File: src/rtl/spdif_rxc_pkg.sv
package spdif_rxc_pkg;

   localparam int BUS_W  = 32;
   localparam int ADDR_W = 3;
   localparam int NFLAG  = 9;
   localparam int MASK_W = 7;
   localparam int CNT_W  = 6;

   // word addresses
   localparam logic [ADDR_W-1:0] A_CTRL  = 3'd0;
   localparam logic [ADDR_W-1:0] A_MASK  = 3'd1;
   localparam logic [ADDR_W-1:0] A_STAT  = 3'd2;
   localparam logic [ADDR_W-1:0] A_CLR   = 3'd3;
   localparam logic [ADDR_W-1:0] A_DATA  = 3'd4;
   localparam logic [ADDR_W-1:0] A_CWORD = 3'd5;

   // control field positions
   localparam int C_WAIT  = 2;
   localparam int C_RETRY = 4;
   localparam int C_SEL   = 16;

   // status flag positions
   localparam int F_DRDY = 0;
   localparam int F_CRDY = 1;
   localparam int F_PAR  = 2;
   localparam int F_OVR  = 3;
   localparam int F_BLK  = 4;
   localparam int F_SYNC = 5;
   localparam int F_FERR = 6;
   localparam int F_SERR = 7;
   localparam int F_TOUT = 8;
   localparam int F_FATAL_LO = 6;

   typedef enum logic [1:0] {
      EN_OFF  = 2'b00,
      EN_SYNC = 2'b01,
      EN_RSVD = 2'b10,
      EN_RECV = 2'b11
   } en_mode_e;

   // tolerated sync errors: 4^code - 1
   function automatic logic [CNT_W-1:0] retry_limit(input logic [1:0] code);
      logic [CNT_W:0] t;
      t = (CNT_W+1)'(1) << (2 * code);
      return CNT_W'(t - (CNT_W+1)'(1));
   endfunction

endpackage

File: src/rtl/spdif_rxc_regs.sv
module spdif_rxc_regs
   import spdif_rxc_pkg::*;
#(
   parameter int SEL_W = 3
) (
   input  logic                 clk,
   input  logic                 rst,
   input  logic                 wr_en,
   input  logic [ADDR_W-1:0]    addr,
   input  logic [BUS_W-1:0]     wdata,
   output en_mode_e             mode,
   output logic                 wait_act,
   output logic [1:0]           retry_code,
   output logic [SEL_W-1:0]     in_sel,
   output logic [MASK_W-1:0]    mask,
   output logic                 dis_wr
);

   logic ctrl_wr, mask_wr;
   logic unused_wbits;

   assign ctrl_wr      = wr_en && (addr == A_CTRL);
   assign mask_wr      = wr_en && (addr == A_MASK);
   assign dis_wr       = ctrl_wr && (wdata[1:0] == EN_OFF);
   assign unused_wbits = ^wdata;

   always_ff @(posedge clk) begin
      if (rst) begin
         mode       <= EN_OFF;
         wait_act   <= 1'b0;
         retry_code <= '0;
         in_sel     <= '0;
         mask       <= '0;
      end else begin
         if (ctrl_wr) begin
            mode       <= en_mode_e'(wdata[1:0]);
            wait_act   <= wdata[C_WAIT];
            retry_code <= wdata[C_RETRY +: 2];
            in_sel     <= wdata[C_SEL +: SEL_W];
         end
         if (mask_wr)
            mask <= wdata[MASK_W-1:0];
      end
   end

endmodule

File: src/rtl/spdif_rxc_seq.sv
module spdif_rxc_seq
   import spdif_rxc_pkg::*;
(
   input  logic       clk,
   input  logic       rst,
   input  en_mode_e   mode,
   input  logic       wait_act,
   input  logic [1:0] retry_code,
   input  logic       stopped,
   input  logic       act_stb,
   input  logic       syncd_stb,
   input  logic       serr_stb,
   output logic       armed,
   output logic       serr_hit
);

   logic             active;
   logic             seen_q;
   logic [CNT_W-1:0] cnt_q;
   logic [CNT_W-1:0] limit;

   assign active   = (mode == EN_SYNC) || (mode == EN_RECV);
   assign limit    = retry_limit(retry_code);
   assign armed    = active && (!wait_act || seen_q) && !stopped;
   assign serr_hit = armed && serr_stb && (cnt_q == limit);

   always_ff @(posedge clk) begin
      if (rst) begin
         seen_q <= 1'b0;
         cnt_q  <= '0;
      end else begin
         seen_q <= active && (seen_q || act_stb);
         if (!armed || syncd_stb || serr_hit)
            cnt_q <= '0;
         else if (serr_stb)
            cnt_q <= cnt_q + 1'b1;
      end
   end

endmodule

File: src/rtl/spdif_rxc_flags.sv
module spdif_rxc_flags
   import spdif_rxc_pkg::*;
#(
   parameter int DATA_W = 24,
   parameter int CW_W   = 32
) (
   input  logic              clk,
   input  logic              rst,
   input  logic              armed,
   input  logic              recv,
   input  logic              blk_stb,
   input  logic              par_stb,
   input  logic              ovr_stb,
   input  logic              syncd_stb,
   input  logic              ferr_stb,
   input  logic              tout_stb,
   input  logic              serr_hit,
   input  logic              smp_stb,
   input  logic [DATA_W-1:0] smp_data,
   input  logic              cw_stb,
   input  logic [CW_W-1:0]   cw_data,
   input  logic              rd_data,
   input  logic              rd_cw,
   input  logic [5:2]        clr_bits,
   input  logic              dis_wr,
   output logic [NFLAG-1:0]  stat,
   output logic [DATA_W-1:0] data_q,
   output logic [CW_W-1:0]   cw_q
);

   logic [NFLAG-1:0] set_v, clr_v;
   logic             take_smp;

   assign take_smp = armed && recv && smp_stb;

   always_comb begin
      set_v          = '0;
      set_v[F_DRDY]  = take_smp;
      set_v[F_CRDY]  = armed && cw_stb;
      set_v[F_PAR]   = armed && par_stb;
      set_v[F_OVR]   = armed && (ovr_stb || (take_smp && stat[F_DRDY] && !rd_data));
      set_v[F_BLK]   = armed && blk_stb;
      set_v[F_SYNC]  = armed && syncd_stb;
      set_v[F_FERR]  = armed && ferr_stb;
      set_v[F_SERR]  = serr_hit;
      set_v[F_TOUT]  = armed && tout_stb;
      clr_v          = '0;
      clr_v[F_DRDY]  = rd_data;
      clr_v[F_CRDY]  = rd_cw;
      clr_v[5:2]     = clr_bits;
   end

   for (genvar g = 0; g < NFLAG; g++) begin : g_flag
      if (g >= F_FATAL_LO) begin : g_fatal
         always_ff @(posedge clk) begin
            if (rst || dis_wr) stat[g] <= 1'b0;
            else               stat[g] <= stat[g] | set_v[g];
         end
      end else begin : g_event
         always_ff @(posedge clk) begin
            if (rst) stat[g] <= 1'b0;
            else     stat[g] <= (stat[g] & ~clr_v[g]) | set_v[g];
         end
      end
   end

   always_ff @(posedge clk) begin
      if (rst) begin
         data_q <= '0;
         cw_q   <= '0;
      end else begin
         if (take_smp)             data_q <= smp_data;
         if (set_v[F_CRDY])        cw_q   <= cw_data;
      end
   end

endmodule

File: src/rtl/spdif_rx_ctl.sv
module spdif_rx_ctl
   import spdif_rxc_pkg::*;
#(
   parameter int DATA_W = 24,
   parameter int CW_W   = 32,
   parameter int SEL_W  = 3
) (
   input  logic              clk,
   input  logic              rst,
   input  logic              wr_en,
   input  logic              rd_en,
   input  logic [2:0]        addr,
   input  logic [31:0]       wdata,
   output logic [31:0]       rdata,
   input  logic              act_stb,
   input  logic              syncd_stb,
   input  logic              blk_stb,
   input  logic              par_stb,
   input  logic              ovr_stb,
   input  logic              ferr_stb,
   input  logic              serr_stb,
   input  logic              tout_stb,
   input  logic              smp_stb,
   input  logic [DATA_W-1:0] smp_data,
   input  logic              cw_stb,
   input  logic [CW_W-1:0]   cw_data,
   output logic              sync_run,
   output logic              rx_run,
   output logic              stopped,
   output logic [SEL_W-1:0]  in_sel,
   output logic              irq
);

   if (DATA_W < 1 || DATA_W > BUS_W) begin : g_bad_data_w
      $error("DATA_W must lie in 1..BUS_W");
   end
   if (CW_W < 1 || CW_W > BUS_W) begin : g_bad_cw_w
      $error("CW_W must lie in 1..BUS_W");
   end
   if (SEL_W < 1 || C_SEL + SEL_W > BUS_W) begin : g_bad_sel_w
      $error("SEL_W does not fit the control word");
   end

   en_mode_e          mode;
   logic              wait_act, dis_wr, armed, serr_hit;
   logic [1:0]        retry_code;
   logic [MASK_W-1:0] mask;
   logic [NFLAG-1:0]  stat_w, irq_en;
   logic [DATA_W-1:0] data_q;
   logic [CW_W-1:0]   cw_q;
   logic [5:2]        clr_bits;
   logic [BUS_W-1:0]  ctrl_rb;

   spdif_rxc_regs #(.SEL_W(SEL_W)) u_regs (
      .clk(clk), .rst(rst), .wr_en(wr_en), .addr(addr), .wdata(wdata),
      .mode(mode), .wait_act(wait_act), .retry_code(retry_code),
      .in_sel(in_sel), .mask(mask), .dis_wr(dis_wr)
   );

   spdif_rxc_seq u_seq (
      .clk(clk), .rst(rst), .mode(mode), .wait_act(wait_act),
      .retry_code(retry_code), .stopped(stopped), .act_stb(act_stb),
      .syncd_stb(syncd_stb), .serr_stb(serr_stb),
      .armed(armed), .serr_hit(serr_hit)
   );

   assign clr_bits = (wr_en && addr == A_CLR) ? wdata[5:2] : 4'b0000;

   spdif_rxc_flags #(.DATA_W(DATA_W), .CW_W(CW_W)) u_flags (
      .clk(clk), .rst(rst), .armed(armed), .recv(mode == EN_RECV),
      .blk_stb(blk_stb), .par_stb(par_stb), .ovr_stb(ovr_stb),
      .syncd_stb(syncd_stb), .ferr_stb(ferr_stb), .tout_stb(tout_stb),
      .serr_hit(serr_hit), .smp_stb(smp_stb), .smp_data(smp_data),
      .cw_stb(cw_stb), .cw_data(cw_data),
      .rd_data(rd_en && addr == A_DATA), .rd_cw(rd_en && addr == A_CWORD),
      .clr_bits(clr_bits), .dis_wr(dis_wr),
      .stat(stat_w), .data_q(data_q), .cw_q(cw_q)
   );

   assign stopped  = |stat_w[NFLAG-1:F_FATAL_LO];
   assign sync_run = armed;
   assign rx_run   = armed && (mode == EN_RECV);

   // mask bit 6 covers the whole fatal group
   for (genvar g = 0; g < NFLAG; g++) begin : g_irq_en
      assign irq_en[g] = mask[(g < F_FATAL_LO) ? g : F_FATAL_LO];
   end
   assign irq = |(stat_w & irq_en);

   always_comb begin
      ctrl_rb                  = '0;
      ctrl_rb[1:0]             = mode;
      ctrl_rb[C_WAIT]          = wait_act;
      ctrl_rb[C_RETRY +: 2]    = retry_code;
      ctrl_rb[C_SEL +: SEL_W]  = in_sel;
   end

   always_comb begin
      case (addr)
         A_CTRL:  rdata = ctrl_rb;
         A_MASK:  rdata = BUS_W'(mask);
         A_STAT:  rdata = BUS_W'(stat_w);
         A_DATA:  rdata = BUS_W'(data_q);
         A_CWORD: rdata = BUS_W'(cw_q);
         default: rdata = '0;
      endcase
   end

endmodule

File: config.mk
export PLATFORM = sky130hd
export DESIGN_NAME = spdif_rx_ctl
export DESIGN_NICKNAME = d
export VERILOG_FILES = /design/src/rtl/spdif_rxc_pkg.sv /design/src/rtl/spdif_rxc_regs.sv /design/src/rtl/spdif_rxc_seq.sv /design/src/rtl/spdif_rxc_flags.sv /design/src/rtl/spdif_rx_ctl.sv
export SDC_FILE = /design/constraint.sdc
export NUM_CORES = 1
export LEC_CHECK = 0
export CAP_MARGIN = 30
export CELL_PAD_IN_SITES_DETAIL_PLACEMENT = 1
export CELL_PAD_IN_SITES_GLOBAL_PLACEMENT = 2
export CORE_UTILIZATION = 23
export DETAILED_ROUTE_END_ITERATION = 6
export PLACE_DENSITY = 0.81
export SYNTH_ARGS = -nofsm -noshare
export SYNTH_HDL_FRONTEND = slang
export SYNTH_SLANG_ARGS = --single-unit
File: constraint.sdc
create_clock -name clk -period 1.83 [get_ports clk]
set_clock_uncertainty 0.15 [all_clocks]
set_input_delay 0.366 -clock clk [delete_from_list [all_inputs] [get_ports clk]]
set_output_delay 0.366 -clock clk [all_outputs]
set_load 0.05 [all_outputs]
### After elaboration in Yosys (flattened, before gate mapping)

Index checks and enable logic that the tools add are counted.

| word-level totals | value |
|---|---|
| register bits after elaboration | 87 |
| logic and storage cells | 91 |
| output and inout bits | 39 |

| operators by class | value |
|---|---|
| equality and inequality tests | 8 |
| multiplexer cells | 2 |
| shifts and indexed selects | 1 |
| reductions and logical operators | 38 |
| add/subtract/negate cells | 2 |
| bitwise operators | 22 |

Operator list:

| cell | count |
|---|---|
| $pmux W32 S5 | 1 |
| $logic_and A1 B1 Y1 | 22 |
| $and A9 B9 Y9 | 1 |
| $or A1 B1 Y1 | 9 |
| $reduce_or A9 Y1 | 1 |
| $logic_or A1 B1 Y1 | 7 |
| $add A6 B1 Y6 const B | 1 |
| $and A1 B1 Y1 | 6 |
| $eq A3 B2 Y1 const B | 2 |
| $eq A3 B3 Y1 const B | 2 |
| $eq A6 B6 Y1 | 1 |
| $not A1 Y1 | 6 |
| $shl A1 B3 Y6 const A | 1 |
| $sub A6 B1 Y6 const B | 1 |
| $logic_not A1 Y1 | 4 |
| $mux W4 | 1 |
| $eq A3 B1 Y1 const B | 1 |
| $logic_not A3 Y1 | 1 |
| $reduce_or A3 Y1 | 1 |
| $eq A2 B1 Y1 const B | 1 |
| $eq A2 B2 Y1 const B | 1 |
| $logic_not A2 Y1 | 1 |
| $reduce_or A2 Y1 | 1 |

### Longest topological paths before layout

| logic depth | value |
|---|---|
| word-level depth | 11 |
| mapped depth | 6 |

### By module

From an unflattened synthesis, not the netlist that was laid out.

| second synthesis, totals | value |
|---|---|
| cell total of the unflattened synthesis | 500 |
| area, all modules | 4230.3 µm² |

By module, submodules not included:

| module | cells each | instances | seq. area each (µm²) | area each (µm²) |
|---|---|---|---|---|
| spdif_rxc_flags | 280 | 1 | 1301.2 | 2353.5 |
| spdif_rx_ctl | 105 | 1 | 0.0 | 768.2 |
| spdif_rxc_regs | 63 | 1 | 300.3 | 666.9 |
| spdif_rxc_seq | 52 | 1 | 140.1 | 441.7 |

### Worst setup path after synthesis

No wires, ideal clock.

| timing path | value |
|---|---|
| path kind | input to output |
| start | in addr[2] |
| end | out rdata[4] |
| arrival time | 2109 ps |
| buffers on the path | 2 |
| path slack | -795 ps |
| data required time | 1314 ps |
| cell stages on the path | 5 |
| cell sequence | buf_2 -> buf_2 -> mux4_2 -> inv_1 -> o21ai_0 |

| on the way | value |
|---|---|
| longest elaborated chain between the ends | 2 |
| elaborated cells on any way between the ends | 6 |
| those cells by class | 4 x eq/ne; 1 x mux; 1 x reduce/logical |

RTL lines:

| element | line | text |
|---|---|---|
| start, declared | spdif_rx_ctl.sv:12 | `input logic [2:0] addr,` |
| $eq A3 B3 Y1, or another cell as far along | spdif_rx_ctl.sv:99 | `case (addr)` |
| $pmux W32 S5 (*) | spdif_rx_ctl.sv:99 |  |
| end, declared | spdif_rx_ctl.sv:14 | `output logic [31:0] rdata,` |

Mark *: on every way between the ends. The rest lies on a longest branch, timed or not.

### Worst setup path in the final report

| timing path | value |
|---|---|
| start | reg u_regs.retry_code[1] |
| end | out rdata[5] |

| on the way | value |
|---|---|
| longest elaborated chain between the ends | 1 |

RTL lines:

| element | line | text |
|---|---|---|
| start, declared | spdif_rxc_regs.sv:13 | `output logic [1:0] retry_code,` |
| start signal, assigned | spdif_rxc_regs.sv:38 | `retry_code <= wdata[C_RETRY +: 2];` |
| $pmux W32 S5 | spdif_rx_ctl.sv:99 |  |

No other way between the ends.

==> results.yml <==
outcome:
  failed_checks: "negative setup slack"
  status: "finished, violations left"
die:
  num_io_pins: 144
  core_area_mm2: 0.0166
  fp-row-count: 47
  die_x_um: 132
  die_h_um: 132
  dieArea_mm2: 0.0176
  start_util_pct: 23.6
worst_setup_path:
  r2r_setup_slack_ns: -0.05
  worst_ep_required_time_ns: 1.31
  r2r_end: "u_seq.cnt_q[5]"
  setup.worst_path.start_class: "register"
  worst-setup-path-type: "register to primary output"
  reg2reg_depth: 6
  crit_arrival_ns: 1.52
  cp_max_fo: 2
  end_kind: "primary output"
  reg2reg_from: "u_flags.stat[8]"
placed_design:
  place_area_mm2: 0.00604
  dp_slack_ns: -0.604
  post-place-cells: 805
  portBuffers: 121
  gp_congestion: 0.842
  hpwl_um: 10700
synthesis:
  syn_inst: 459
  yosysTopAreaCell: "dfxtp_1"
  synthMuxAreaShare_pct: 12.4
  synth_area_leaders: "dfxtp_1 (44%), mux2i_1 (8.9%), nand2_1 (6.2%)"
  ys_ff_latch: 87
  ys_warn_count: 0
  seq_area_frac_synth_pct: 44.5
  synth_top_area_share_pct: 44.5
  avgSynthCellArea_um2: 8.53
  synth.cell_area_mm2: 0.00392
  synth_xor_area_share_pct: 1.79
  synth_top_family_by_area: "simple AND/OR/NAND/NOR gates"
  syn-num-nets: 566
  synth_fa_ha_area_share_pct: 0.639
  synth_simple_gate_area_share_pct: 23.0
  synth_compound_area_share_pct: 13.2
  synth_cell_type_count: 40
sta:
  fin_crit_ns: 2.03
  finalSetupViolCount: 41
  fmax_mhz: 492
  max_slew_margin_pct: 69.4
  final_hold_viol_count: 0
  hold_slack_ns: 0.308
  finalMaxSlewViolations: 0
  setup_slack_ns: -0.203
  grt_setup_unrepaired: "true"
  min_period_over_period_pct: 111
  tightest_slew_ns: 0.459
pwr:
  power.ir.vdd_worst_mv: 0.420
  leakage_nw: 2.78
  power_density_mw_per_mm2: 593
  fin_total_pwr_mw: 4.19
grt:
  grt_pass1_vias: 4384
  antenna_found_initial: 0
  grtUsageMet2_pct: 30.6
  grt-ovfl-total: 0
  grt_start_max_net_pins: 42
  busiest_layer: "met2"
  grt_pass1_wl_um: 24000
  use_met3_pct: 3.30
  grt_usage_pct: 17.8
  use_met1_pct: 21.7
clock_tree:
  clock-sinks: 87
  cts_buffer_depth: 2
  cts.htree.levels: 3
  numCtsBuffers: 9
  clk_pin_slew_worst_paths_ns: 0.06
  clk_latency_ns: 0.33
  hold_buffers: 0
  cts_tree: "built"
  root_buffer: "clkbuf_16"
route:
  wl_per_cell_um: 17.9
  drc_errors: 0
  routed_via_density: 4.70
  wirelength_um: 15100
  drtPass1Iterations: 4
  ant_nets: 0
  drtIter0Drc: 139
  routed-via-count: 3968
cells_and_area:
  fillCellCount: 1865
  drive_above_1_share_pct: 36.5
  design_area_mm2: 0.00705
  antenna_cells: 0
  layout_common_cells: "clkdlybuf4s50_1 (78), dfxtp_1 (70), nand2_1 (61)"
  final_common_cell: "clkdlybuf4s50_1"
  fin_nets: 728
  final_cells: 845
  areaGrowthSynthToFinish_pct: 80.1
flow_run:
  cap_violations: 0
min_path:
  min_path_cells: 2
  worstHoldStart: "u_flags.cw_q[3]"
  holdPathEnd: "u_flags.cw_q[3]"
  hp-class: "register to register"
[area by class of cell]
type                            count  area, µm²  share of cell area, %
Clock buffer                       11        243                   3.44
Multi-Input combinational cell    329       2480                   35.2
Clock inverter                      4       22.5                  0.319
Sequential cell                    87       1770                   25.1
Timing Repair Buffer              186       2220                   31.5
Tap cell                          220        275                   3.90
Inverter                            8       35.0                  0.497
[synthesized netlist by cell type]
| master | n |
|---|---|
| a21o_1 | 1 |
| nor3_2 | 1 |
| or2_2 | 1 |
| and3_1 | 1 |
| clkbuf_1 | 23 |
| and3b_1 | 1 |
| clkbuf_2 | 1 |
| nand4_2 | 1 |
| inv_1 | 8 |
| o22a_1 | 1 |
| or4b_2 | 1 |
| a211o_1 | 1 |
| mux2_2 | 2 |
| nor3_1 | 6 |
| a21oi_1 | 47 |
| mux4_2 | 5 |
| a21oi_2 | 1 |
| dfxtp_1 | 87 |
| nand3_1 | 40 |
| a31oi_1 | 3 |
| nand4_1 | 5 |
| or3_1 | 1 |
| or4_1 | 2 |
| and4b_1 | 1 |
| nand2_1 | 65 |
| ha_1 | 2 |
| nor3b_1 | 2 |
| xnor2_1 | 3 |
| nand2b_1 | 2 |
| a22oi_1 | 10 |
| mux2i_1 | 35 |
| o21ai_0 | 10 |
| nor2_1 | 45 |
| xor2_1 | 5 |
| and2_1 | 10 |
| nor4bb_1 | 1 |
| a22o_1 | 12 |
| nor2b_1 | 4 |
| buf_2 | 11 |
| nor4b_2 | 1 |
[stage by stage]
| stage | setup TNS, ns | util [%] |
|---|---|---|
| detailed placement | -27.73 | 36.4 |
| global placement | -26.84 | 36.4 |
| CTS | -3.48 | 41.9 |
| floorplan | -0.661 | - |
| finish | -3.55 | 42.5 |
| global route | -5.27 | 42.5 |
[flip-flops by register name (all words and copies together), names as in the netlist]
signal,count
u_flags.cw_q,32
u_flags.data_q,24
u_regs.in_sel,3
u_flags.stat,9
u_seq.cnt_q,6
u_regs.retry_code,2
u_regs.wait_act,1
u_regs.mask,7
u_seq.seen_q,1
u_regs.mode,2
[where the power goes]
part           internal, mW  switching [mW]
registers              1.91          0.0152
clock network         0.943           0.748
logic                 0.321           0.252
total                  3.17            1.01
[what timing repair did]
action / in CTS / in global routing
gates resized for setup: 126 / 29
gates cloned: 3 / 0
setup endpoints to repair: 56 / 49
buffers inserted: 21 / 5
pin swaps: 43 / 12
hold endpoints to repair: 0 / 0
[per-layer routing]
metal	share of wire (%)	wire [µm]	vias up
met2	49	7480	91
met5	0	0	-
met3	3.6	548	21
li1	-	-	1920
met4	2.1	322	0
met1	45	6790	1936
[how the worst max path moves through the flow]
| stage | start | end | depth (start not counted) |
|---|---|---|---|
| 2_1_floorplan | addr[1] | rdata[11] | 4 |
| 3_3_place_gp | addr[2] | rdata[1] | 6 |
| 3_5_place_dp | addr[2] | u_regs.in_sel[1] | 6 |
| 4_1_cts | u_regs.retry_code[1] | rdata[5] | 5 |
| 5_1_grt | u_regs.retry_code[1] | rdata[5] | 5 |
| 6_report | u_regs.retry_code[1] | rdata[5] | 5 |
[worst max-delay path, stage by stage, from the launching register on]
cell and delay [ns]:
dfxtp_2 0.33, buf_6 0.11, mux4_2 0.46, inv_2 0.08, o21ai_4 0.05, buf_6 0.15
[logic make-up after synthesis]
group / Yosys count
mux: 42
fa+ha+maj: 2
flops: 87
simple gates: 191
compound gates: 86
xor+xnor: 8
buf+inv: 43
No activity file was read; power rests on OpenSTA's default activity.
